$ cat config.mk
export PLATFORM = sky130hd
export DESIGN_NAME = oflag_gen
export DESIGN_NICKNAME = d
export VERILOG_FILES = /design/src/rtl/oflag_pkg.sv /design/src/rtl/oflag_alt_tracker.sv /design/src/rtl/oflag_state.sv /design/src/rtl/oflag_out_stage.sv /design/src/rtl/oflag_gen.sv
export SDC_FILE = /design/constraint.sdc
export NUM_CORES = 1
export LEC_CHECK = 0
export BUFFER_PORTS_ARGS = -buffer_cell sky130_fd_sc_hd__clkbuf_2
export CORE_MARGIN = 2
export CORE_UTILIZATION = 25
export DETAILED_ROUTE_END_ITERATION = 16
export HOLD_SLACK_MARGIN = 0.02
export PLACE_DENSITY = 0.58
export SLEW_MARGIN = 20
export SYNTH_ARGS = -nofsm -noshare
export SYNTH_HDL_FRONTEND = slang
export SYNTH_SLANG_ARGS = --single-unit
export TNS_END_PERCENT = 100
$ cat constraint.sdc
create_clock -name clk -period 2 [get_ports clk]
set_input_delay 0.2 -clock clk [delete_from_list [all_inputs] [get_ports clk]]
set_output_delay 0.2 -clock clk [all_outputs]
set_load 0.01 [all_outputs]
$ cat src/rtl/oflag_pkg.sv
package oflag_pkg;
   localparam int MODE_W = 3;
   localparam int DBG_W  = 2;

   typedef enum logic [MODE_W-1:0] {
      OM_ACTIVE   = 3'd0,
      OM_CLEAR    = 3'd1,
      OM_SET      = 3'd2,
      OM_TOGGLE   = 3'd3,
      OM_ALT      = 3'd4,
      OM_SET_EDGE = 3'd5,
      OM_SET_ROLL = 3'd6,
      OM_GATE     = 3'd7
   } omode_e;
endpackage

$ cat src/rtl/oflag_alt_tracker.sv
module oflag_alt_tracker (
   input  logic clk,
   input  logic rst_n,
   input  logic enable,
   input  logic restart,
   input  logic preset,
   input  logic hit_a,
   input  logic hit_b,
   input  logic ext_evt,
   output logic fire
);
   logic ptr_q;
   logic ptr_eff;

   assign ptr_eff = restart ? 1'b0 : ptr_q;
   assign fire    = enable & (ext_evt | (ptr_eff ? hit_b : hit_a));

   always_ff @(posedge clk or negedge rst_n) begin
      if (!rst_n)      ptr_q <= 1'b0;
      else if (preset) ptr_q <= 1'b0;
      else if (fire)   ptr_q <= ~ptr_eff;
      else             ptr_q <= ptr_eff;
   end

   // once the pointer expects the second compare, a lone first-compare pulse must not fire
   assert_alt_order_R3: assert property (@(posedge clk) disable iff (!rst_n)
      (enable && !restart && ptr_q && hit_a && !hit_b && !ext_evt) |-> !fire);
endmodule

$ cat src/rtl/oflag_state.sv
module oflag_state
   import oflag_pkg::*;
(
   input  logic   clk,
   input  logic   rst_n,
   input  omode_e mode,
   input  logic   cmp_evt,
   input  logic   alt_fire,
   input  logic   cnt_active,
   input  logic   roll_pulse,
   input  logic   sec_edge,
   input  logic   idle_load,
   input  logic   idle_level,
   output logic   flag_q
);
   logic flag_d;

   always_comb begin
      flag_d = flag_q;
      unique case (mode)
         OM_ACTIVE:   flag_d = cnt_active;
         OM_CLEAR:    if (cmp_evt) flag_d = 1'b0;
         OM_SET:      if (cmp_evt) flag_d = 1'b1;
         OM_TOGGLE:   if (cmp_evt) flag_d = ~flag_q;
         OM_ALT:      if (alt_fire) flag_d = ~flag_q;
         OM_SET_EDGE: if (cmp_evt) flag_d = 1'b1; else if (sec_edge) flag_d = 1'b0;
         OM_SET_ROLL: if (cmp_evt) flag_d = 1'b1; else if (roll_pulse) flag_d = 1'b0;
         OM_GATE:     flag_d = cnt_active & ~flag_q;
         default:     flag_d = flag_q;
      endcase
      if (idle_load) flag_d = idle_level;
   end

   always_ff @(posedge clk or negedge rst_n) begin
      if (!rst_n) flag_q <= 1'b0;
      else        flag_q <= flag_d;
   end

   assert_set_wins_R4: assert property (@(posedge clk) disable iff (!rst_n)
      ((mode == OM_SET_EDGE || mode == OM_SET_ROLL) && cmp_evt && !idle_load) |=> flag_q);
   assert_follow_active_R5: assert property (@(posedge clk) disable iff (!rst_n)
      (mode == OM_ACTIVE && !idle_load) |=> (flag_q == $past(cnt_active)));
   assert_gate_idle_R6: assert property (@(posedge clk) disable iff (!rst_n)
      (mode == OM_GATE && !cnt_active && !idle_load) |=> !flag_q);
   assert_idle_load_R10: assert property (@(posedge clk) disable iff (!rst_n)
      idle_load |=> (flag_q == $past(idle_level)));
   assert_alt_hold_R3: assert property (@(posedge clk) disable iff (!rst_n)
      (mode == OM_ALT && !alt_fire && !idle_load) |=> $stable(flag_q));
endmodule

$ cat src/rtl/oflag_out_stage.sv
module oflag_out_stage #(
   parameter bit OUT_REG = 1'b0
) (
   input  logic       clk,
   input  logic       rst_n,
   input  logic       flag,
   input  logic       invert,
   input  logic       dbg_active,
   input  logic [1:0] dbg_action,
   output logic       pin
);
   logic force_low;
   logic pin_c;

   assign force_low = dbg_active & dbg_action[1];
   assign pin_c     = force_low ? 1'b0 : (flag ^ invert);

   generate
      if (OUT_REG) begin : g_reg
         logic pin_q;
         always_ff @(posedge clk or negedge rst_n) begin
            if (!rst_n) pin_q <= 1'b0;
            else        pin_q <= pin_c;
         end
         assign pin = pin_q;
         assert_dbg_low_R11: assert property (@(posedge clk) disable iff (!rst_n)
            force_low |=> !pin);
      end else begin : g_comb
         assign pin = pin_c;
      end
   endgenerate
endmodule

$ cat src/rtl/oflag_gen.sv
module oflag_gen #(
   parameter int MODE_BITS = 3,
   parameter bit OUT_REG   = 1'b0
) (
   input  logic                 clk,
   input  logic                 rst_n,
   input  logic [MODE_BITS-1:0] out_mode,
   input  logic                 hit_a,
   input  logic                 hit_b,
   input  logic                 cnt_active,
   input  logic                 roll_pulse,
   input  logic                 sec_edge,
   input  logic                 force_en,
   input  logic                 force_in,
   input  logic                 master_en,
   input  logic                 invert,
   input  logic                 idle_level,
   input  logic                 idle_load,
   input  logic                 dbg_active,
   input  logic [1:0]           dbg_action,
   output logic                 pin_out,
   output logic                 flag_state,
   output logic                 cmp_bcast
);
   import oflag_pkg::*;

   initial begin
      if (MODE_BITS != MODE_W)
         $error("oflag_gen: MODE_BITS must equal %0d", MODE_W);
   end

   omode_e mode;
   logic [MODE_BITS-1:0] mode_q;
   logic mode_chg;
   logic loc_a, loc_b, cmp_evt, alt_fire, flag_q;

   assign mode     = omode_e'(out_mode);
   assign mode_chg = (mode_q != out_mode);
   assign loc_a    = hit_a & ~force_en;
   assign loc_b    = hit_b & ~force_en;
   assign cmp_evt  = force_en ? force_in : (hit_a | hit_b);

   always_ff @(posedge clk or negedge rst_n) begin
      if (!rst_n) mode_q <= '0;
      else        mode_q <= out_mode;
   end

   oflag_alt_tracker u_alt (
      .clk     (clk),
      .rst_n   (rst_n),
      .enable  (mode == OM_ALT),
      .restart (mode_chg),
      .preset  (idle_load),
      .hit_a   (loc_a),
      .hit_b   (loc_b),
      .ext_evt (force_en & force_in),
      .fire    (alt_fire)
   );

   oflag_state u_state (
      .clk        (clk),
      .rst_n      (rst_n),
      .mode       (mode),
      .cmp_evt    (cmp_evt),
      .alt_fire   (alt_fire),
      .cnt_active (cnt_active),
      .roll_pulse (roll_pulse),
      .sec_edge   (sec_edge),
      .idle_load  (idle_load),
      .idle_level (idle_level),
      .flag_q     (flag_q)
   );

   oflag_out_stage #(.OUT_REG(OUT_REG)) u_out (
      .clk        (clk),
      .rst_n      (rst_n),
      .flag       (flag_q),
      .invert     (invert),
      .dbg_active (dbg_active),
      .dbg_action (dbg_action),
      .pin        (pin_out)
   );

   assign flag_state = flag_q;
   assign cmp_bcast  = master_en & (hit_a | hit_b);

   // with force enabled, a set-mode flag at 0 stays 0 without a force pulse
   assert_force_blocks_local_R7: assert property (@(posedge clk) disable iff (!rst_n)
      (force_en && !force_in && !idle_load && out_mode == 3'd2 && !flag_state) |=> !flag_state);
   // pin is low whenever debug forces it
   assert_dbg_force_R11: assert property (@(posedge clk) disable iff (!rst_n)
      (!OUT_REG && dbg_active && dbg_action[1]) |-> !pin_out);
   // without debug force the pin tracks flag and polarity
   assert_polarity_R9: assert property (@(posedge clk) disable iff (!rst_n)
      (!OUT_REG && !dbg_active) |-> (pin_out == (flag_state ^ invert)));
endmodule

==> flow_metrics.env, run 1 <==
export IMPL_grtUsageMet1_pct=12.6
export IMPL_drv_slew=0
export IMPL_start_util_pct=26.8
export IMPL_yosys_warnings=0
export IMPL_drive_gt1_share_pct=42.5
export IMPL_syn_avg_cell_area_um2=9.26
export IMPL_htree_num_levels=1
export IMPL_yosys_area_share_xor_xnor_pct=10.5
export IMPL_powerDensity_nw_per_um2=531
export IMPL_final_core_util_pct=35.0
export IMPL_drtIter0Drc=5
export IMPL_die_w_um=47.0
export IMPL_setup_tns_ps=0
export IMPL_clock_root_buffer="clkbuf_4"
export IMPL_endpoint_kind="register"
export IMPL_dpl_hpwl_um=775
export IMPL_cts_sinks=5
export IMPL_synth_fa_ha_area_share_pct=0
export IMPL_drcViolationCount=0
export IMPL_busiest_layer="met1"
export IMPL_finalPower_uw=321
export IMPL_setup_viol=0
export IMPL_finalHoldWorstSlack_ps=213
export IMPL_synth_seq_area_share_pct=27.0
export IMPL_io_pins=22
export IMPL_period_needed_ps=1740
export IMPL_clkTransAtPathRegs_ps=40
export IMPL_crit_fanout=3
export IMPL_overflow=0
export IMPL_globalRouteTotalUtil_pct=8.96
export IMPL_leakagePower_nw=0.291
export IMPL_antenna_cells=0
export IMPL_cts_tree="built"
export IMPL_yosys_cell_types_count=22
export IMPL_grt_pass1_wl_um=1350
export IMPL_max_freq_mhz=573
export IMPL_worstHoldPathType="in2reg"
export IMPL_routed_via_density=4.36
export IMPL_worst_slew_pin_slew_ps=315
export IMPL_synth_seq_cells=5
export IMPL_drt_wl_total_um=944
export IMPL_rows=15
export IMPL_vias=427
export IMPL_synth_simple_area_share_pct=22.7
export IMPL_syn_area_um2=463
export IMPL_syn_to_final_growth_pct=30.5
export IMPL_antenna_found_initial=0
export IMPL_hold_violations=0
export IMPL_synth_nets=69
export IMPL_cts_buffers=3
export IMPL_gp_congestion=0.736
export IMPL_synthMuxAreaShare_pct=10.0
export IMPL_clk_latency_ps=230
export IMPL_synth_compound_area_share_pct=21.6
export IMPL_io_buffers=20
export IMPL_met2_usage_pct=11.5
export IMPL_worstPathRequired_ps=2110
export IMPL_cap_violations=0
export IMPL_die_h_um=47.0
export IMPL_wl_per_cell_um=9.63
export IMPL_ir_drop_uv=303
export IMPL_grt_max_degree=11
export IMPL_slew_limit_headroom_pct=78.7
export IMPL_synth_top_family_by_area="simple AND/OR/NAND/NOR gates"
export IMPL_grt_pass1_vias=314
export IMPL_outcome="finished clean"
export IMPL_dieArea_um2=2210
export IMPL_rsz0062_at_grt="false"
export IMPL_min_period_over_period_pct=87.2
export IMPL_nNetsFinal=93
export IMPL_skew_ps=1.15
export IMPL_path_class="reg2reg"
export IMPL_arrival_ps=1860
export IMPL_ant_nets=0
export IMPL_syn_inst=50
export IMPL_dr_pass1_iters=4
export IMPL_use_met3_pct=3.46
export IMPL_core_area_um2=1730
export IMPL_critical_path_startpoint_type="register"
export IMPL_cts_buffer_depth=2
==> kinds of logic after synthesis <==
family          count (synthesis)
xor+xnor                        3
simple gates                   19
compound gates                 15
flops                           5
buf+inv                         4
mux                             4
==> per-layer routing <==
metal / up-vias / wire length, um
met5: - / 0
met2: 11 / 451
met1: 187 / 449
met4: 0 / 0
li1: 229 / -
met3: 0 / 42
==> final cells by class <==
cell class / count / area (um2)
clock buffer: 4 / 26.3
fill: 200 / 1120
inverter: 1 / 3.75
multi-input combinational: 41 / 300
sequential: 5 / 125
tap: 25 / 31.3
timing repair buffer: 22 / 118
==> critical path: stages (launching register included) <==
cell     delay (ps)
dfrtp_1         380
xnor2_2         140
nand4_2         160
mux2_4          320
o41ai_2         270
mux2_1          360
==> Yosys cell counts (all sizes together) <==
library cell	n	area share (%)
inv	1	0.81
nand2	3	2.4
o21ai	2	2.2
and2b	1	1.6
a21oi	8	8.6
dfrtp	5	27
or4	1	1.6
mux2	2	5.7
nand4	1	2.7
o21a	2	3.2
nor3	4	4.3
buf	3	7.3
o41ai	1	3.5
nor2	3	2.4
o211ai	1	1.6
nand3	2	2.2
nand2b	3	4.1
or2	1	1.4
mux2i	2	4.3
xnor2	3	11
a21boi	1	2.4
==> where the power goes <==
part / switching (mW) / leakage (nW) / internal (mW)
Combinational: 0.0441 / 0.215 / 0.0477
Clock: 0.0384 / 0.0150 / 0.0752
Sequential: 0.00762 / 0.0605 / 0.108
Total: 0.0902 / 0.291 / 0.231
==> repair_timing <==
action	4_1_cts	5_1_grt
endpoints found under the hold margin	5	0
hold buffers	1	0
setup buffers	0	0
resized for setup	0	0
==> placed cells by master (no fill, tap or decap) <==
| master | instances |
|---|---|
| o21a_1 | 2 |
| and2b_1 | 1 |
| or4_1 | 1 |
| mux2_4 | 1 |
| dfrtp_1 | 5 |
| a21oi_1 | 8 |
| mux2i_1 | 2 |
| mux2_1 | 1 |
| o41ai_2 | 1 |
| nand2b_1 | 3 |
| nand2_1 | 3 |
| nand4_2 | 1 |
| dlygate4sd3_1 | 1 |
| nor2_1 | 3 |
| clkbuf_1 | 1 |
| nand3_1 | 2 |
| a21boi_2 | 1 |
| buf_4 | 1 |
| or2_1 | 1 |
| xnor2_2 | 3 |
| o211ai_1 | 1 |
| clkbuf_4 | 3 |
| nor3_1 | 4 |
| o21ai_0 | 2 |
| inv_1 | 1 |
| clkbuf_2 | 20 |
==> sequential cells by signal, summed over array words and instances, names as in the netlist <==
name and flops:
mode_q 3, u_state.flag_q 1, u_alt.ptr_q 1
==> final timing paths <==
path,start,slack (ps),end,cells after the start
worst max-delay path,mode_q[2],260,u_state.flag_q,5
worst min-delay path,out_mode[1],210,mode_q[1],1
worst max register to register,mode_q[2],260,u_state.flag_q,5
worst min register to register,u_state.flag_q,640,u_state.flag_q,1
max in group asynchronous,rst_n,1560,mode_q[0],2
min in group asynchronous,rst_n,310,mode_q[1],2
==> stage by stage <==
stage               cells  worst slack, ps  cell area [um2]
finish                 98              256              604
global route           98              174              604
CTS                    98              243              604
detailed placement     93              192              568
global placement       93              233              568
floorplan              50              380              463
Note: power is estimated with default switching activity, not from simulation.
==> run 2, diff against run 1 <==
Settings changed: GPL_ROUTABILITY_DRIVEN set to 0, RECOVER_POWER set to 25.
==> flow_metrics.env, run 2 (synthesized netlist as in run 1, its figures left out) <==
export IMPL_outcome="finished clean"
export IMPL_start_util_pct=26.8
export IMPL_ff2ff_path_depth=5
export IMPL_cts_sinks=5
export IMPL_cts_tree="built"
export IMPL_reg_top3="mode_q x3, u_alt.ptr_q x1, u_state.flag_q x1"
export IMPL_cts_hold_fix_buffers=1
export IMPL_path_class="reg2reg"
export IMPL_period_needed_ps=1740
export IMPL_hold_violations=0
export IMPL_drive_gt1_share_pct=38.4
export IMPL_ant_nets=0
export IMPL_setup_viol=0
export IMPL_skew_ps=1.15
export IMPL_arrival_ps=1860
export IMPL_dieArea_um2=2210
export IMPL_syn_to_final_growth_pct=29.2
export IMPL_dp_cells=93
export IMPL_post_cts_buffers=0
export IMPL_core_area_um2=1730
export IMPL_grt_max_degree=11
export IMPL_min_path_cells=2
export IMPL_clkTransAtPathRegs_ps=40
export IMPL_worstPathRequired_ps=2110
export IMPL_rsz0062_at_grt="false"
export IMPL_worst_slew_pin_slew_ps=465
export IMPL_setup_tns_ps=0
export IMPL_largest_register_ffs=3
export IMPL_dpl_hpwl_um=775
export IMPL_clock_root_buffer="clkbuf_4"
export IMPL_drtIter0Drc=7
export IMPL_endpoint_kind="register"
export IMPL_fin_cells=98
export IMPL_htree_num_levels=1
export IMPL_antenna_cells=0
export IMPL_wl_per_cell_um=9.67
export IMPL_finalHoldWorstSlack_ps=228
export IMPL_crit_fanout=3
export IMPL_cts_resized=0
export IMPL_powerDensity_nw_per_um2=535
export IMPL_globalRouteTotalUtil_pct=8.96
export IMPL_io_buffers=20
export IMPL_critical_path_startpoint_type="register"
export IMPL_worstHoldPathType="in2reg"
export IMPL_max_freq_mhz=573
export IMPL_vias=427
export IMPL_io_pins=22
export IMPL_drv_slew=0
export IMPL_antenna_found_initial=0
export IMPL_overflow=0
export IMPL_min_period_over_period_pct=87.2
export IMPL_nNetsFinal=93
export IMPL_finalPower_uw=320
export IMPL_regMostFlops="mode_q"
export IMPL_cts_buffers=3
export IMPL_grt_pass1_vias=314
export IMPL_die_w_um=47.0
export IMPL_leakagePower_nw=0.281
export IMPL_regArea_um2=125
export IMPL_slew_limit_headroom_pct=69.0
export IMPL_clk_latency_ps=230
export IMPL_final_common_cell="clkbuf_2"
export IMPL_die_h_um=47.0
export IMPL_rows=15
export IMPL_final_cell_mix="clkbuf_2 (18), a21oi_1 (8), dfrtp_1 (5), nor3_1 (4), clkbuf_1 (4)"
export IMPL_drcViolationCount=0
export IMPL_dr_pass1_iters=4
export IMPL_finalInstanceArea_um2=598
export IMPL_cap_violations=0
export IMPL_fill_cells=201
export IMPL_placed_area_um2=568
export IMPL_drt_wl_total_um=948
export IMPL_multi_input_area_um2=300
export IMPL_grt_pass1_wl_um=1350
export IMPL_cts_buffer_depth=2
export IMPL_ir_drop_uv=296
export IMPL_routed_via_density=4.36
[run 2: stage by stage]
step	setup slack [ps]	util, %
floorplan	380	-
global placement	233	32.9
detailed placement	192	32.9
CTS	243	35.0
global route	174	34.6
finish	256	34.6
[run 2: power breakdown]
group / leakage, nW / internal [mW] / total, mW / switching [mW]
Clock: 0.0150 / 0.0752 / 0.114 / 0.0384
Sequential: 0.0605 / 0.108 / 0.116 / 0.00762
Combinational: 0.206 / 0.0462 / 0.0904 / 0.0442
Total: 0.281 / 0.229 / 0.320 / 0.0902
[run 2: area by class of cell]
type                    instances  share of cell area, %
multi-input cells              41                   50.2
flip-flops and latches          5                   20.9
inverters                       1                  0.628
well taps                      25                   5.23
repair buffers                 22                   18.6
clock buffers                   4                   4.39
[run 2: final timing paths]
path | start | to | slack [ps]
hold reg to reg | u_state.flag_q | u_state.flag_q | 640
hold / removal | idle_load | u_alt.ptr_q | 230
max in group asynchronous | rst_n | mode_q[0] | 1560
min in group asynchronous | rst_n | mode_q[1] | 310
setup / recovery | mode_q[2] | u_state.flag_q | 260
setup reg to reg | mode_q[2] | u_state.flag_q | 260
[run 2: worst max-delay path, stage by stage, from the launching register on]
cell	delay, ps
dfrtp_1	380
xnor2_2	140
nand4_2	160
mux2_4	320
o41ai_2	270
mux2_1	360
[run 2: per-layer routing]
metal  track usage (%)  part of all wire (%)  up-vias
met4              5.00                     0        0
met3              3.46                   4.5        0
met5                 0                     0        -
met1              12.6                    48      187
met2              11.5                    48       11
li1                  -                     -      229
==> run 3, diff against run 2 <==
Settings changed: PLACE_DENSITY 0.58 to not set.
==> flow_metrics.env, run 3 (synthesized netlist as in run 1, its figures left out) <==
export IMPL_rrSetupSlack_ps=250
export IMPL_path_cells="xnor2_2 -> nand4_2 -> mux2_4 -> o41ai_2 -> mux2_1"
export IMPL_wl_per_cell_um=9.97
export IMPL_p_switching_uw=96.2
export IMPL_grt_pass1_vias=340
export IMPL_final_cell_mix="clkbuf_2 (19), a21oi_1 (8), dfrtp_1 (5), nor3_1 (4)"
export IMPL_grt_pass1_wl_um=1390
export IMPL_syn_to_final_growth_pct=30.5
export IMPL_ir_drop_uv=205
export IMPL_routed_via_density=4.44
export IMPL_globalRouteTotalUtil_pct=9.36
export IMPL_placed_area_um2=576
export IMPL_fill_cells=201
export IMPL_drv_slew=0
export IMPL_p_seq_share_pct=35.7
export IMPL_vias=440
export IMPL_critical_path_startpoint_type="register"
export IMPL_worst_path_max_delay_cell="dfrtp_1"
export IMPL_clock_root_buffer="clkbuf_4"
export IMPL_r2r_end="u_state.flag_q"
export IMPL_min_path_cells=2
export IMPL_grt_max_degree=11
export IMPL_drt_wl_total_um=987
export IMPL_io_pins=22
export IMPL_setup_viol=0
export IMPL_switching_share_pct=29.7
export IMPL_worstHoldPathType="in2reg"
export IMPL_io_buffers=20
export IMPL_largest_register_ffs=3
export IMPL_cts_buffer_depth=2
export IMPL_period_needed_ps=1750
export IMPL_endpoint_kind="register"
export IMPL_slew_limit_headroom_pct=67.1
export IMPL_cts_resized=0
export IMPL_r2r_start="mode_q[1]"
export IMPL_max_freq_mhz=573
export IMPL_dieArea_um2=2210
export IMPL_drcViolationCount=0
export IMPL_nNetsFinal=94
export IMPL_min_period_over_period_pct=87.3
export IMPL_htree_num_levels=1
export IMPL_skew_ps=6.01
export IMPL_core_area_um2=1730
export IMPL_reg_top3="mode_q x3, u_alt.ptr_q x1, u_state.flag_q x1"
export IMPL_outcome="finished clean"
export IMPL_final_core_util_pct=35.0
export IMPL_worstPathRequired_ps=2120
export IMPL_final_common_cell="clkbuf_2"
export IMPL_antenna_found_initial=0
export IMPL_rsz0062_at_grt="false"
export IMPL_critical_path_top_delay_family="multiplexers"
export IMPL_rows=15
export IMPL_dp_slack_ps=203
export IMPL_holdPathEnd="u_alt.ptr_q"
export IMPL_crit_path_max_incr_delay_ps=380
export IMPL_worst_slew_pin_slew_ps=493
export IMPL_start_util_pct=26.8
export IMPL_finalInstanceArea_um2=604
export IMPL_clkTransAtPathRegs_ps=50
export IMPL_die_h_um=47.0
export IMPL_cts_buffers=3
export IMPL_setup_tns_ps=0
export IMPL_cts_tree="built"
export IMPL_ff2ff_path_depth=5
export IMPL_drtIter0Drc=1
export IMPL_hold_violations=0
export IMPL_cts_sinks=5
export IMPL_regArea_um2=125
export IMPL_dr_pass1_iters=3
export IMPL_antenna_cells=0
export IMPL_overflow=0
export IMPL_path_class="reg2reg"
export IMPL_die_w_um=47.0
export IMPL_drive_gt1_share_pct=40.5
export IMPL_regMostFlops="mode_q"
export IMPL_ant_nets=0
export IMPL_cap_violations=0
export IMPL_combPwrFrac_pct=28.6
export IMPL_p_int_uw=227
export IMPL_clk_latency_ps=240
export IMPL_cp_buffers_inverters=0
export IMPL_hold_start="idle_load"
export IMPL_final_setup_worst_slack_ps=253
export IMPL_crit_fanout=3
export IMPL_multi_input_area_um2=300
export IMPL_leakagePower_nw=0.288
export IMPL_critPathLaunch="mode_q[1]"
export IMPL_powerDensity_nw_per_um2=535
export IMPL_power_share_clock_pct=35.6
export IMPL_dpl_hpwl_um=797
export IMPL_arrival_ps=1870
[run 3: cell types whose count changed in the layout (fill, tap and decap cells not counted), sizes merged]
cell,change
clkinv,+1
[run 3: repair_timing]
action,4_1_cts,5_1_grt
setup buffers,0,0
endpoints found under the hold margin,5,0
endpoints found under the setup margin,0,0
hold buffers,1,0
[run 3: how the worst max path moves through the flow]
stage	endpoint	slack, ps	cells past startpoint
global route	u_state.flag_q	150	5
floorplan	u_state.flag_q	380	5
CTS	u_state.flag_q	240	5
detailed placement	u_state.flag_q	200	6
finish	u_state.flag_q	250	5
global placement	u_state.flag_q	250	6
[run 3: power by group through the flow]
stage	clock network (mW)	registers (mW)	logic, mW
after floorplan	0	0.117	0.0578
after global placement	0	0.117	0.0920
after detailed placement	0	0.118	0.0932
after CTS	0.121	0.116	0.0958
after global routing	0.127	0.117	0.103
final	0.115	0.116	0.0926
[run 3: per-stage QoR]
stage	total power [mW]	std cells	hold slack, ps
floorplan	0.175	50	-95.6
global placement	0.209	94	24.0
detailed placement	0.211	94	25.0
CTS	0.333	99	217
global route	0.347	99	231
finish	0.323	99	227
[run 3: cell type report]
type / count / share of cell area, %
tap: 25 / 5.18
multi-input combinational: 41 / 49.7
sequential: 5 / 20.7
inverter: 1 / 0.621
timing repair buffer: 23 / 19.3
clock buffer: 3 / 3.73
clock inverter: 1 / 0.828
[run 3: routing by layer]
metal  wire (um)  GRT usage, %  vias up
met4           0          3.33        0
met1         489          11.9      196
met3          54          4.62        0
met5           0             0        -
li1            -             -      230
met2         442          13.7       14
